[config.mk]
export PLATFORM = sky130hd
export DESIGN_NAME = sdram_pwrup_seq
export DESIGN_NICKNAME = d
export VERILOG_FILES = /design/src/rtl/sdram_init_pkg.sv /design/src/rtl/sdram_bank_offset.sv /design/src/rtl/sdram_wait_timer.sv /design/src/rtl/sdram_pwrup_seq.sv
export SDC_FILE = /design/constraint.sdc
export NUM_CORES = 1
export LEC_CHECK = 0
export BUFFER_PORTS_ARGS = -buffer_cell sky130_fd_sc_hd__buf_2
export CAP_MARGIN = 20
export CORE_ASPECT_RATIO = 1.4
export CORE_MARGIN = 2
export CORE_UTILIZATION = 54
export CTS_CLUSTER_SIZE = 20
export DETAILED_ROUTE_END_ITERATION = 8
export PLACE_DENSITY = 0.8
export SLEW_MARGIN = 20
export SYNTH_ARGS = -nofsm -noshare
export SYNTH_HDL_FRONTEND = slang
export SYNTH_SLANG_ARGS = --single-unit
[constraint.sdc]
create_clock -name clk -period 3.95 [get_ports clk]
set_input_delay 0.5925 -clock clk [delete_from_list [all_inputs] [get_ports clk]]
set_output_delay 0.5925 -clock clk [all_outputs]
set_load 0.1 [all_outputs]
[src/rtl/sdram_init_pkg.sv]
package sdram_init_pkg;

    typedef enum logic [2:0] {
        CMD_NORMAL = 3'd0,
        CMD_NOP    = 3'd1,
        CMD_PRECH  = 3'd2,
        CMD_MRS    = 3'd3,
        CMD_EMRS   = 3'd4,
        CMD_RFSH   = 3'd5,
        CMD_CALIB  = 3'd6,
        CMD_WRITE  = 3'd7
    } cmd_e;

    typedef enum logic [1:0] {
        DLY_NONE,
        DLY_PWR,
        DLY_DLL
    } dly_e;

    typedef enum logic [2:0] {
        ST_IDLE,
        ST_ISSUE,
        ST_WAIT,
        ST_LOAD,
        ST_DONE
    } state_e;

    typedef struct packed {
        cmd_e       cmd;
        logic [1:0] bank;
        logic       dll;
        logic       ocd;
        dly_e       dly;
        logic       last;
    } step_t;

    localparam int STEP_W = 4;

    function automatic step_t mk_step(input cmd_e c, input logic [1:0] b,
                                      input logic d, input logic o,
                                      input dly_e w, input logic l);
        step_t s;
        s.cmd  = c;
        s.bank = b;
        s.dll  = d;
        s.ocd  = o;
        s.dly  = w;
        s.last = l;
        return s;
    endfunction

    function automatic step_t step_lookup(input logic ddr3, input logic [STEP_W-1:0] idx);
        step_t s;
        s = mk_step(CMD_NOP, 2'd0, 1'b0, 1'b0, DLY_NONE, 1'b1);
        if (!ddr3) begin
            case (idx)
                4'd0:  s = mk_step(CMD_NOP,    2'd0, 1'b0, 1'b0, DLY_PWR,  1'b0);
                4'd1:  s = mk_step(CMD_NOP,    2'd0, 1'b0, 1'b0, DLY_NONE, 1'b0);
                4'd2:  s = mk_step(CMD_PRECH,  2'd0, 1'b0, 1'b0, DLY_NONE, 1'b0);
                4'd3:  s = mk_step(CMD_EMRS,   2'd2, 1'b0, 1'b0, DLY_NONE, 1'b0);
                4'd4:  s = mk_step(CMD_EMRS,   2'd3, 1'b0, 1'b0, DLY_NONE, 1'b0);
                4'd5:  s = mk_step(CMD_EMRS,   2'd1, 1'b0, 1'b0, DLY_NONE, 1'b0);
                4'd6:  s = mk_step(CMD_MRS,    2'd0, 1'b1, 1'b0, DLY_NONE, 1'b0);
                4'd7:  s = mk_step(CMD_PRECH,  2'd0, 1'b1, 1'b0, DLY_NONE, 1'b0);
                4'd8:  s = mk_step(CMD_RFSH,   2'd0, 1'b1, 1'b0, DLY_NONE, 1'b0);
                4'd9:  s = mk_step(CMD_RFSH,   2'd0, 1'b1, 1'b0, DLY_NONE, 1'b0);
                4'd10: s = mk_step(CMD_MRS,    2'd0, 1'b0, 1'b0, DLY_NONE, 1'b0);
                4'd11: s = mk_step(CMD_EMRS,   2'd1, 1'b0, 1'b1, DLY_NONE, 1'b0);
                4'd12: s = mk_step(CMD_EMRS,   2'd1, 1'b0, 1'b0, DLY_NONE, 1'b0);
                4'd13: s = mk_step(CMD_NORMAL, 2'd0, 1'b0, 1'b0, DLY_NONE, 1'b0);
                default: s = mk_step(CMD_WRITE, 2'd0, 1'b0, 1'b0, DLY_NONE, 1'b1);
            endcase
        end else begin
            case (idx)
                4'd0:  s = mk_step(CMD_NOP,    2'd0, 1'b0, 1'b0, DLY_PWR,  1'b0);
                4'd1:  s = mk_step(CMD_NOP,    2'd0, 1'b0, 1'b0, DLY_NONE, 1'b0);
                4'd2:  s = mk_step(CMD_EMRS,   2'd2, 1'b0, 1'b0, DLY_NONE, 1'b0);
                4'd3:  s = mk_step(CMD_EMRS,   2'd3, 1'b0, 1'b0, DLY_NONE, 1'b0);
                4'd4:  s = mk_step(CMD_EMRS,   2'd1, 1'b0, 1'b0, DLY_NONE, 1'b0);
                4'd5:  s = mk_step(CMD_MRS,    2'd0, 1'b0, 1'b0, DLY_DLL,  1'b0);
                4'd6:  s = mk_step(CMD_CALIB,  2'd0, 1'b0, 1'b0, DLY_NONE, 1'b0);
                4'd7:  s = mk_step(CMD_NORMAL, 2'd0, 1'b0, 1'b0, DLY_NONE, 1'b0);
                default: s = mk_step(CMD_WRITE, 2'd0, 1'b0, 1'b0, DLY_NONE, 1'b1);
            endcase
        end
        return s;
    endfunction

endpackage

[src/rtl/sdram_bank_offset.sv]
module sdram_bank_offset #(
    parameter int COL_W = 2,
    parameter int ROW_W = 2,
    parameter int OFF_W = 5
) (
    input  logic [COL_W-1:0] col_i,
    input  logic [ROW_W-1:0] row_i,
    input  logic             seq_i,
    input  logic             narrow_i,
    output logic [OFF_W-1:0] offset_o
);
    logic [OFF_W-1:0] base, row_part, bus_part;

    always_comb begin
        base     = OFF_W'(col_i) + OFF_W'(9);
        row_part = seq_i ? (OFF_W'(row_i) + OFF_W'(11)) : '0;
        bus_part = narrow_i ? OFF_W'(1) : OFF_W'(2);
        offset_o = base + row_part + bus_part;
    end
endmodule

[src/rtl/sdram_wait_timer.sv]
module sdram_wait_timer #(
    parameter int CNT_W = 12
) (
    input  logic             clk,
    input  logic             rst_n,
    input  logic             load_i,
    input  logic [CNT_W-1:0] count_i,
    output logic             expire_o
);
    logic [CNT_W-1:0] cnt_d, cnt_q;

    always_comb begin
        cnt_d = cnt_q;
        if (load_i)
            cnt_d = count_i;
        else if (cnt_q != '0)
            cnt_d = cnt_q - 1'b1;
    end

    always_ff @(posedge clk or negedge rst_n) begin
        if (!rst_n) cnt_q <= '0;
        else        cnt_q <= cnt_d;
    end

    assign expire_o = (cnt_q == CNT_W'(1));


    load_nonzero_chk: assert property (@(posedge clk) disable iff (!rst_n)
        load_i |-> (count_i != '0));
endmodule

[src/rtl/sdram_pwrup_seq.sv]
module sdram_pwrup_seq
    import sdram_init_pkg::*;
#(
    parameter int COL_W      = 2,
    parameter int ROW_W      = 2,
    parameter int ADDR_W     = 32,
    parameter int CYC_PER_US = 4,
    parameter int GAP_CYC    = 3
) (
    input  logic              clk,
    input  logic              rst_n,
    input  logic              start_i,
    input  logic              ddr3_i,
    input  logic [COL_W-1:0]  col_bits_i,
    input  logic [ROW_W-1:0]  row_bits_i,
    input  logic              seq_decode_i,
    input  logic              narrow_bus_i,
    output logic              cmd_valid_o,
    output logic [2:0]        cmd_o,
    output logic [1:0]        bank_o,
    output logic [ADDR_W-1:0] addr_o,
    output logic              dll_rst_o,
    output logic              ocd_dflt_o,
    output logic              rfsh_load_o,
    output logic              done_o
);
    localparam int OFF_MAX   = (2**COL_W - 1) + 9 + (2**ROW_W - 1) + 11 + 2;
    localparam int OFF_W     = $clog2(OFF_MAX + 1);
    localparam int WAIT_D2   = GAP_CYC + 200 * CYC_PER_US;
    localparam int WAIT_D3   = GAP_CYC + 500 * CYC_PER_US;
    localparam int WAIT_DLL  = GAP_CYC + 50 * CYC_PER_US;
    localparam int CNT_W     = $clog2(WAIT_D3 + 1);

    typedef struct packed {
        state_e            state;
        logic [STEP_W-1:0] step;
        logic              ddr3;
        logic [COL_W-1:0]  col;
        logic [ROW_W-1:0]  row;
        logic              seq;
        logic              narrow;
    } regs_t;

    regs_t            r_d, r_q;
    step_t            cur;
    logic [OFF_W-1:0] offset;
    logic             tmr_load, tmr_expire, busy;
    logic [CNT_W-1:0] tmr_count;

    sdram_bank_offset #(.COL_W(COL_W), .ROW_W(ROW_W), .OFF_W(OFF_W)) i_offset (
        .col_i    (r_q.col),
        .row_i    (r_q.row),
        .seq_i    (r_q.seq),
        .narrow_i (r_q.narrow),
        .offset_o (offset)
    );

    sdram_wait_timer #(.CNT_W(CNT_W)) i_timer (
        .clk      (clk),
        .rst_n    (rst_n),
        .load_i   (tmr_load),
        .count_i  (tmr_count),
        .expire_o (tmr_expire)
    );

    always_comb begin
        cur       = step_lookup(r_q.ddr3, r_q.step);
        tmr_load  = (r_q.state == ST_ISSUE);
        case (cur.dly)
            DLY_PWR: tmr_count = r_q.ddr3 ? CNT_W'(WAIT_D3) : CNT_W'(WAIT_D2);
            DLY_DLL: tmr_count = CNT_W'(WAIT_DLL);
            default: tmr_count = CNT_W'(GAP_CYC);
        endcase

        r_d = r_q;
        case (r_q.state)
            ST_IDLE, ST_DONE: begin
                if (start_i) begin
                    r_d.state  = ST_ISSUE;
                    r_d.step   = '0;
                    r_d.ddr3   = ddr3_i;
                    r_d.col    = col_bits_i;
                    r_d.row    = row_bits_i;
                    r_d.seq    = seq_decode_i;
                    r_d.narrow = narrow_bus_i;
                end
            end
            ST_ISSUE: r_d.state = ST_WAIT;
            ST_WAIT: begin
                if (tmr_expire) begin
                    if (cur.last) begin
                        r_d.state = ST_LOAD;
                    end else begin
                        r_d.state = ST_ISSUE;
                        r_d.step  = r_q.step + 1'b1;
                    end
                end
            end
            ST_LOAD: r_d.state = ST_DONE;
            default: r_d.state = ST_IDLE;
        endcase
    end

    always_ff @(posedge clk or negedge rst_n) begin
        if (!rst_n) r_q <= '{state: ST_IDLE, default: '0};
        else        r_q <= r_d;
    end

    assign busy        = (r_q.state == ST_ISSUE) || (r_q.state == ST_WAIT);
    assign cmd_valid_o = (r_q.state == ST_ISSUE);
    assign cmd_o       = cmd_valid_o ? cur.cmd : CMD_NOP;
    assign bank_o      = cmd_valid_o ? cur.bank : 2'd0;
    assign addr_o      = cmd_valid_o ? (ADDR_W'(cur.bank) << offset) : '0;
    assign dll_rst_o   = busy && cur.dll;
    assign ocd_dflt_o  = busy && cur.ocd;
    assign rfsh_load_o = (r_q.state == ST_LOAD);
    assign done_o      = (r_q.state == ST_DONE);


    strobe_single_chk: assert property (@(posedge clk) disable iff (!rst_n)
        cmd_valid_o |=> !cmd_valid_o);


    ddr3_no_rfsh_chk: assert property (@(posedge clk) disable iff (!rst_n)
        (cmd_valid_o && r_q.ddr3) |-> (cmd_o != CMD_RFSH && cmd_o != CMD_PRECH));


    emrs_bank_chk: assert property (@(posedge clk) disable iff (!rst_n)
        (cmd_valid_o && cmd_o == CMD_EMRS) |-> (bank_o != 2'd0 && addr_o != '0));


    ocd_emrs_chk: assert property (@(posedge clk) disable iff (!rst_n)
        (cmd_valid_o && ocd_dflt_o) |-> (cmd_o == CMD_EMRS));


    load_done_chk: assert property (@(posedge clk) disable iff (!rst_n)
        rfsh_load_o |=> (done_o && !rfsh_load_o));


    done_hold_chk: assert property (@(posedge clk) disable iff (!rst_n)
        (done_o && !start_i) |=> done_o);


    busy_ignore_chk: assert property (@(posedge clk) disable iff (!rst_n)
        (busy && start_i) |=> !done_o);
endmodule

==> flow_summary.rst, run 1 <==
.. list-table::
   :header-rows: 1

   * - Metric
     - Value
   * - Result of the run
     - finished, violations left
   * - Failing checks
     - negative setup slack
   * - Post-detailed-routing wire length
     - 8007 microns
   * - Crit-path cells
     - inv_2 -> ha_4 -> nor2_4 -> fa_2 -> fa_2 -> a211o_1 -> a2111o_2 -> buf_6 -> buf_12 -> nor3_4 -> buf_12
   * - Final routed wire length divided by cell count
     - 22.00 microns
   * - CTS Hold Bufs
     - 0
   * - Setup repair after global routing missed its margin
     - true
   * - Number of clock sinks
     - 25
   * - Warnings from Yosys
     - 0
   * - First-pass detailed-route iteration total
     - 4
   * - Global-route wire length before repair
     - 11180 microns
   * - Violation count after the first detailed-routing iteration
     - 136
   * - Actual slew at the worst max-slew pin
     - 1.112 ns
   * - Non-filler cells, final
     - 364
   * - Antenna violations before repair
     - 0
   * - Starting density of the core
     - 0.5600
   * - Critical-path maximum fanout
     - 4
   * - Insertion delay of the later-clocked pin in the worst-skew pair
     - 0.27 ns
   * - Antenna diode instance count
     - 0
   * - Area taken by multi-input logic gates
     - 0.001894 sq mm
   * - Count of standard-cell rows
     - 27
   * - DR vias
     - 2382
   * - Drt drc
     - 0
   * - Floorplan die height
     - 79.43 microns
   * - CTS Root Buffer Type
     - sky130_fd_sc_hd__clkbuf_8
   * - Start point of the critical path
     - r_q[2]
   * - Die width
     - 57.88 microns
   * - Pin count of the biggest net entering global routing
     - 26
   * - Worst max-slew margin expressed relative to the limit
     - 0.2431
   * - Number of top-level pins
     - 52
   * - Count of H-tree levels built during CTS
     - 1
   * - Post-synthesis instance area
     - 0.002195 sq mm
   * - Share of Yosys cell area claimed by the top area cell type
     - 0.2851
   * - DP Wirelength
     - 4632 microns
   * - Worst Path Required
     - 3.36 ns
   * - Cell count along the critical path
     - 11
   * - Number of buffers inserted by port buffering
     - 47
   * - Fin. max-slew vios
     - 0
   * - Number of filler cells placed in the layout
     - 150
   * - Share of async-settable or async-resettable flops after synthesis
     - 1.000
   * - Synth top cells by count
     - sky130_fd_sc_hd__nand2_1, sky130_fd_sc_hd__dfrtp_1, sky130_fd_sc_hd__inv_1, sky130_fd_sc_hd__nor2_1, sky130_fd_sc_hd__nor3_1
   * - Startpoint types
     - register
   * - Maximum clock insertion buffer count
     - 2
   * - Total routing resource utilization after global routing
     - 0.3142
   * - Post-DRT Antenna Nets
     - 0
   * - RR Startpoint
     - r_q[8]
   * - Reg area
     - 625.6 sq um
   * - Per-instance average area after synthesis
     - 8.189 sq um
   * - Clock slew at reported path FFs
     - 0.09 ns
   * - Area of the core region
     - 0.003919 sq mm
   * - Remaining global-route overflow
     - 0
   * - Area Overhead vs Synth
     - 60.78%
   * - Share of the yosys chip area belonging to registers
     - 0.2851
   * - Crit path max-delay family
     - adder cells
   * - Final Critical Period
     - 4.071 ns
   * - Share of layout cells above drive strength 1
     - 0.4143
   * - Peak clock frequency supported by timing
     - 0.2456 GHz
   * - Clock Skew
     - 0.003868 ns
   * - Total buffers and inverters traversed by the critical path
     - 4
   * - Synth Instances
     - 268
   * - Class of the tightest hold or removal check
     - input port to async pin
   * - Max Cap Violations
     - 0
   * - Number of buffers created by CTS
     - 3
   * - R2R depth
     - 7
   * - Top FF cell, synth
     - sky130_fd_sc_hd__dfrtp_1
   * - Cell taking the most area after synthesis
     - sky130_fd_sc_hd__dfrtp_1
   * - Count of endpoints failing hold in the final timing report
     - 0
   * - Via/cell ratio
     - 6.544
   * - Area of the die
     - 0.004597 sq mm
   * - Vias in the first global route
     - 2278
   * - Total placed cells including tap cells
     - 347
   * - Kind of end point of the critical path
     - output pin
   * - Slowest stage cell, crit path
     - sky130_fd_sc_hd__fa_2
   * - Arrival time reported for the critical path endpoint
     - 3.48 ns
   * - Number of enable-type register cells in the synthesized netlist
     - 0
   * - Period utilisation layout
     - 1.031
   * - Dominant cells by area after synthesis
     - sky130_fd_sc_hd__dfrtp_1, sky130_fd_sc_hd__ha_1, sky130_fd_sc_hd__nand2_1
   * - Post-synth cell types
     - 57
   * - Number of nets in the layout
     - 351
   * - Number of flip-flops and latches in the synthesized netlist
     - 25
   * - Slack of the critical path
     - -0.1210 ns
   * - Number of setup violations in the final report
     - 18
   * - Global placement routability congestion
     - 0.8549
   * - Max stage delay on crit path
     - 0.50 ns
   * - Most frequent cell after synthesis
     - sky130_fd_sc_hd__nand2_1
   * - Clock tree from TritonCTS
     - yes
   * - Type of the worst setup path
     - register to output pin
[registers in the layout, summed over array words and instances, names as in the netlist]
name	count
r_q	14
i_timer.cnt_q	11
[kinds of logic (layout without fill, tap and decap cells)]
kind of cell	after synthesis	in the layout	share of synthesized area
AND/OR/NAND/NOR	111	111	0.2668
AO/OA/AOI/OAI	55	55	0.1745
buffers and inverters	40	90	0.08324
flip-flops	25	25	0.2851
adder cells (fa/ha/maj)	19	19	0.1152
XOR/XNOR	9	9	0.03592
multiplexers	8	8	0.03763
other	1	4	0.001709
[worst register-to-register path, cell delays in order (launching register included)]
cell                      delay (ns)
sky130_fd_sc_hd__dfrtp_1        0.57
sky130_fd_sc_hd__inv_1          0.24
sky130_fd_sc_hd__ha_1           0.20
sky130_fd_sc_hd__nand2_1        0.07
sky130_fd_sc_hd__nor3_1         0.33
sky130_fd_sc_hd__ha_1           0.32
sky130_fd_sc_hd__or3_1          0.40
sky130_fd_sc_hd__o21ai_0        0.10
[routing by layer]
layer / share of wire / routed length, microns / GRT usage
met4: 0.052 / 415 / 0.1395
met1: 0.37 / 2983 / 0.3672
met2: 0.52 / 4199 / 0.5761
met3: 0.051 / 409 / 0.01945
met5: 0 / 0 / 0
[layout by cell type (no fill, tap or decap), types with 5 or more instances in the layout]
master and instances:
sky130_fd_sc_hd__buf_4 15, sky130_fd_sc_hd__xnor2_1 7, sky130_fd_sc_hd__inv_1 17, sky130_fd_sc_hd__mux2i_1 5, sky130_fd_sc_hd__nor4_4 9, sky130_fd_sc_hd__nor3_4 13
sky130_fd_sc_hd__a21oi_1 7, sky130_fd_sc_hd__nand3_1 6, sky130_fd_sc_hd__o21ai_0 13, sky130_fd_sc_hd__dfrtp_1 25, sky130_fd_sc_hd__nor2_1 15, sky130_fd_sc_hd__nor2_4 5
sky130_fd_sc_hd__ha_1 14, sky130_fd_sc_hd__nand2_1 26, sky130_fd_sc_hd__nor3_1 6, sky130_fd_sc_hd__buf_12 30, sky130_fd_sc_hd__buf_2 19
[path summary, 6_finish.rpt]
path                                           to  slack, ns
worst max-delay path                   addr_o[11]      -0.12
worst min-delay path             i_timer.cnt_q[7]       0.29
worst max register to register   i_timer.cnt_q[7]       1.64
worst min register to register  i_timer.cnt_q[10]       0.57
max in group asynchronous        i_timer.cnt_q[1]       3.30
min in group clk                           r_q[4]       0.53
[stage by stage]
step	cell area (sq um)	hold slack, ns	util	worst slack [ns]	TNS [ns]
floorplan	2621	0.2969	-	-0.2599	-1.431
global placement	3253	0.5229	0.8301	0.2556	0
detailed placement	3253	0.5354	0.8301	0.1182	0
CTS	3447	0.3130	0.8796	-0.0003362	-0.0003362
global route	3528	0.3349	0.9004	-0.1832	-2.759
finish	3528	0.2884	0.9004	-0.1210	-1.129
[area by class of cell]
class | count | share of cell area
Inverter | 20 | 0.02128
Tap cell | 43 | 0.01525
Multi-Input combinational cell | 206 | 0.5369
Sequential cell | 25 | 0.1773
Clock inverter | 1 | 0.002128
Clock buffer | 3 | 0.01170
Timing Repair Buffer | 66 | 0.2355
[what timing repair did]
| action | 4_1_cts | 5_1_grt |
|---|---|---|
| gates resized for setup | 9 | 10 |
| setup endpoints to repair | 19 | 26 |
| endpoints found under the hold margin | 0 | 0 |
| gates cloned | 0 | 0 |
| pin swaps | 4 | 8 |
| buffers inserted | 9 | 4 |
Power of run 1 is not shown: default switching activity piles up to over one toggle a cycle in this logic, so the estimate is an artifact.
==> run 2, diff against run 1 <==
--- a/config.mk
+++ b/config.mk
@@ -8,7 +8,7 @@
 export BUFFER_PORTS_ARGS = -buffer_cell sky130_fd_sc_hd__buf_2
 export CAP_MARGIN = 20
 export CORE_ASPECT_RATIO = 1.4
-export CORE_MARGIN = 2
+export CORE_MARGIN = 1
 export CORE_UTILIZATION = 54
 export CTS_CLUSTER_SIZE = 20
 export DETAILED_ROUTE_END_ITERATION = 8
==> run 2 against run 1 <==
Against the previous run: the flow still finishes with violations (negative setup slack); critical path depth shrank 1; first-iteration DRC count up 59%; fmax down 2.4%; hold slack improved by 0.017 ns; non-clock buffer count decreased by 1; die area down 5.9%; utilization up 1.4 points; design area increased by 1.6%; global-route usage rose by 3.0 points.
==> flow_summary.rst, run 2 (same netlist as run 1, synthesis figures left out) <==
.. list-table::
   :header-rows: 1

   * - Metric
     - Value
   * - WHS
     - 0.3051 ns
   * - Largest regs
     - r_q: 14 flops, i_timer.cnt_q: 11 flops
   * - Final Critical Period
     - 4.172 ns
   * - Vias in the first global route
     - 2399
   * - Area of the core region
     - 0.003919 sq mm
   * - Setup repair after global routing missed its margin
     - true
   * - Commonest non-fill, non-tap cells in the layout
     - sky130_fd_sc_hd__buf_12, sky130_fd_sc_hd__nand2_1, sky130_fd_sc_hd__dfrtp_1
   * - CTS Root Buffer Type
     - sky130_fd_sc_hd__clkbuf_8
   * - Slack of the critical path
     - -0.2217 ns
   * - RR Startpoint
     - r_q[8]
   * - Post-detailed-routing wire length
     - 9042 microns
   * - Number of setup violations in the final report
     - 25
   * - Startpoint types
     - register
   * - Register name with the most flops
     - r_q
   * - Antenna violations before repair
     - 0
   * - Critical-path maximum fanout
     - 5
   * - Start point of the critical path
     - r_q[2]
   * - Drt drc
     - 0
   * - Count of standard-cell rows
     - 27
   * - Class of the tightest hold or removal check
     - input port to async pin
   * - Clock slew at reported path FFs
     - 0.08 ns
   * - Number of nets in the layout
     - 350
   * - Antenna diode instance count
     - 0
   * - Period utilisation layout
     - 1.056
   * - Violation count after the first detailed-routing iteration
     - 216
   * - Largest register FFs
     - 14
   * - Area Overhead vs Synth
     - 63.28%
   * - Area of the die
     - 0.004327 sq mm
   * - Number of buffers created by CTS
     - 3
   * - Number of top-level pins
     - 52
   * - Share of layout cells above drive strength 1
     - 0.4156
   * - Maximum clock insertion buffer count
     - 2
   * - Failing checks
     - negative setup slack
   * - Remaining global-route overflow
     - 0
   * - Floorplan die height
     - 77.43 microns
   * - Type of the worst setup path
     - register to output pin
   * - Die width
     - 55.88 microns
   * - Post-DRT Antenna Nets
     - 0
   * - Global-route wire length before repair
     - 11680 microns
   * - Worst max-slew margin expressed relative to the limit
     - 0.4190
   * - Final routed wire length divided by cell count
     - 24.91 microns
   * - Fin. max-slew vios
     - 0
   * - Kind of end point of the critical path
     - output pin
   * - Count of endpoints failing hold in the final timing report
     - 0
   * - DR vias
     - 2518
   * - Actual slew at the worst max-slew pin
     - 0.8714 ns
   * - Clock tree from TritonCTS
     - yes
   * - Peak clock frequency supported by timing
     - 0.2397 GHz
   * - Max Cap Violations
     - 0
   * - First-pass detailed-route iteration total
     - 5
   * - Via/cell ratio
     - 6.937
   * - Clock Skew
     - 0.002085 ns
   * - Insertion delay of the later-clocked pin in the worst-skew pair
     - 0.27 ns
   * - Pin count of the biggest net entering global routing
     - 26
   * - Number of buffers inserted by port buffering
     - 47
   * - Arrival time reported for the critical path endpoint
     - 3.58 ns
   * - CTS Hold Bufs
     - 0
   * - Starting density of the core
     - 0.5600
   * - DP Wirelength
     - 4596 microns
   * - Total routing resource utilization after global routing
     - 0.3445
   * - Most common cell after layout, fill and taps aside
     - sky130_fd_sc_hd__buf_12
   * - Worst Path Required
     - 3.36 ns
   * - Count of H-tree levels built during CTS
     - 1
   * - Result of the run
     - finished, violations left
   * - Global placement routability congestion
     - 0.8910
   * - Number of clock sinks
     - 25
[run 2: final timing paths]
check / to / slack [ns] / cells after the start
min in group clk: i_timer.cnt_q[10] / 0.55 / 1
max reg2reg: i_timer.cnt_q[7] / 1.46 / 7
max: addr_o[9] / -0.22 / 10
min: r_q[12] / 0.31 / 1
min reg2reg: i_timer.cnt_q[10] / 0.55 / 1
max in group asynchronous: i_timer.cnt_q[6] / 3.27 / 1
[run 2: stage by stage]
stage	instances	cell area, sq um	worst slack (ns)	util	setup TNS, ns
finish	363	3583	-0.2217	0.9144	-2.505
global route	363	3583	-0.2536	0.9144	-3.120
CTS	361	3470	-0.04866	0.8854	-0.1168
detailed placement	347	3253	0.09155	0.8301	0
global placement	347	3253	0.2528	0.8301	0
floorplan	271	2621	-0.2599	-	-1.431
[run 2: final cells by class]
type	instances	area, sq um
Fill cell	143	335.3
Tap cell	43	53.80
Inverter	20	75.07
Timing Repair Buffer	65	847.1
Multi-Input combinational cell	206	1936
Clock buffer	3	41.29
Sequential cell	25	625.6
Clock inverter	1	5.005
[run 2: critical path: stages, from the launching register on]
cell and delay, ns:
sky130_fd_sc_hd__dfrtp_1 0.45, sky130_fd_sc_hd__inv_2 0.10, sky130_fd_sc_hd__ha_4 0.26, sky130_fd_sc_hd__nor2_4 0.11, sky130_fd_sc_hd__fa_2 0.50, sky130_fd_sc_hd__fa_2 0.43, sky130_fd_sc_hd__a211o_1 0.27, sky130_fd_sc_hd__a2111o_2 0.55
sky130_fd_sc_hd__buf_12 0.19, sky130_fd_sc_hd__nor4_4 0.22, sky130_fd_sc_hd__buf_12 0.22
[run 2: what timing repair did]
| item | 4_1_cts | 5_1_grt |
|---|---|---|
| setup endpoints to repair | 22 | 28 |
| pin swaps | 9 | 10 |
| gates resized for setup | 13 | 12 |
| buffers inserted | 10 | 1 |
[run 2: per-layer routing]
| layer | track usage | wire (microns) |
|---|---|---|
| met4 | 0.1902 | 501 |
| met2 | 0.6446 | 4597 |
| met3 | 0.03500 | 723 |
| met1 | 0.3731 | 3219 |
| met5 | 0 | 0 |
Power of run 2 is left out for the same reason.
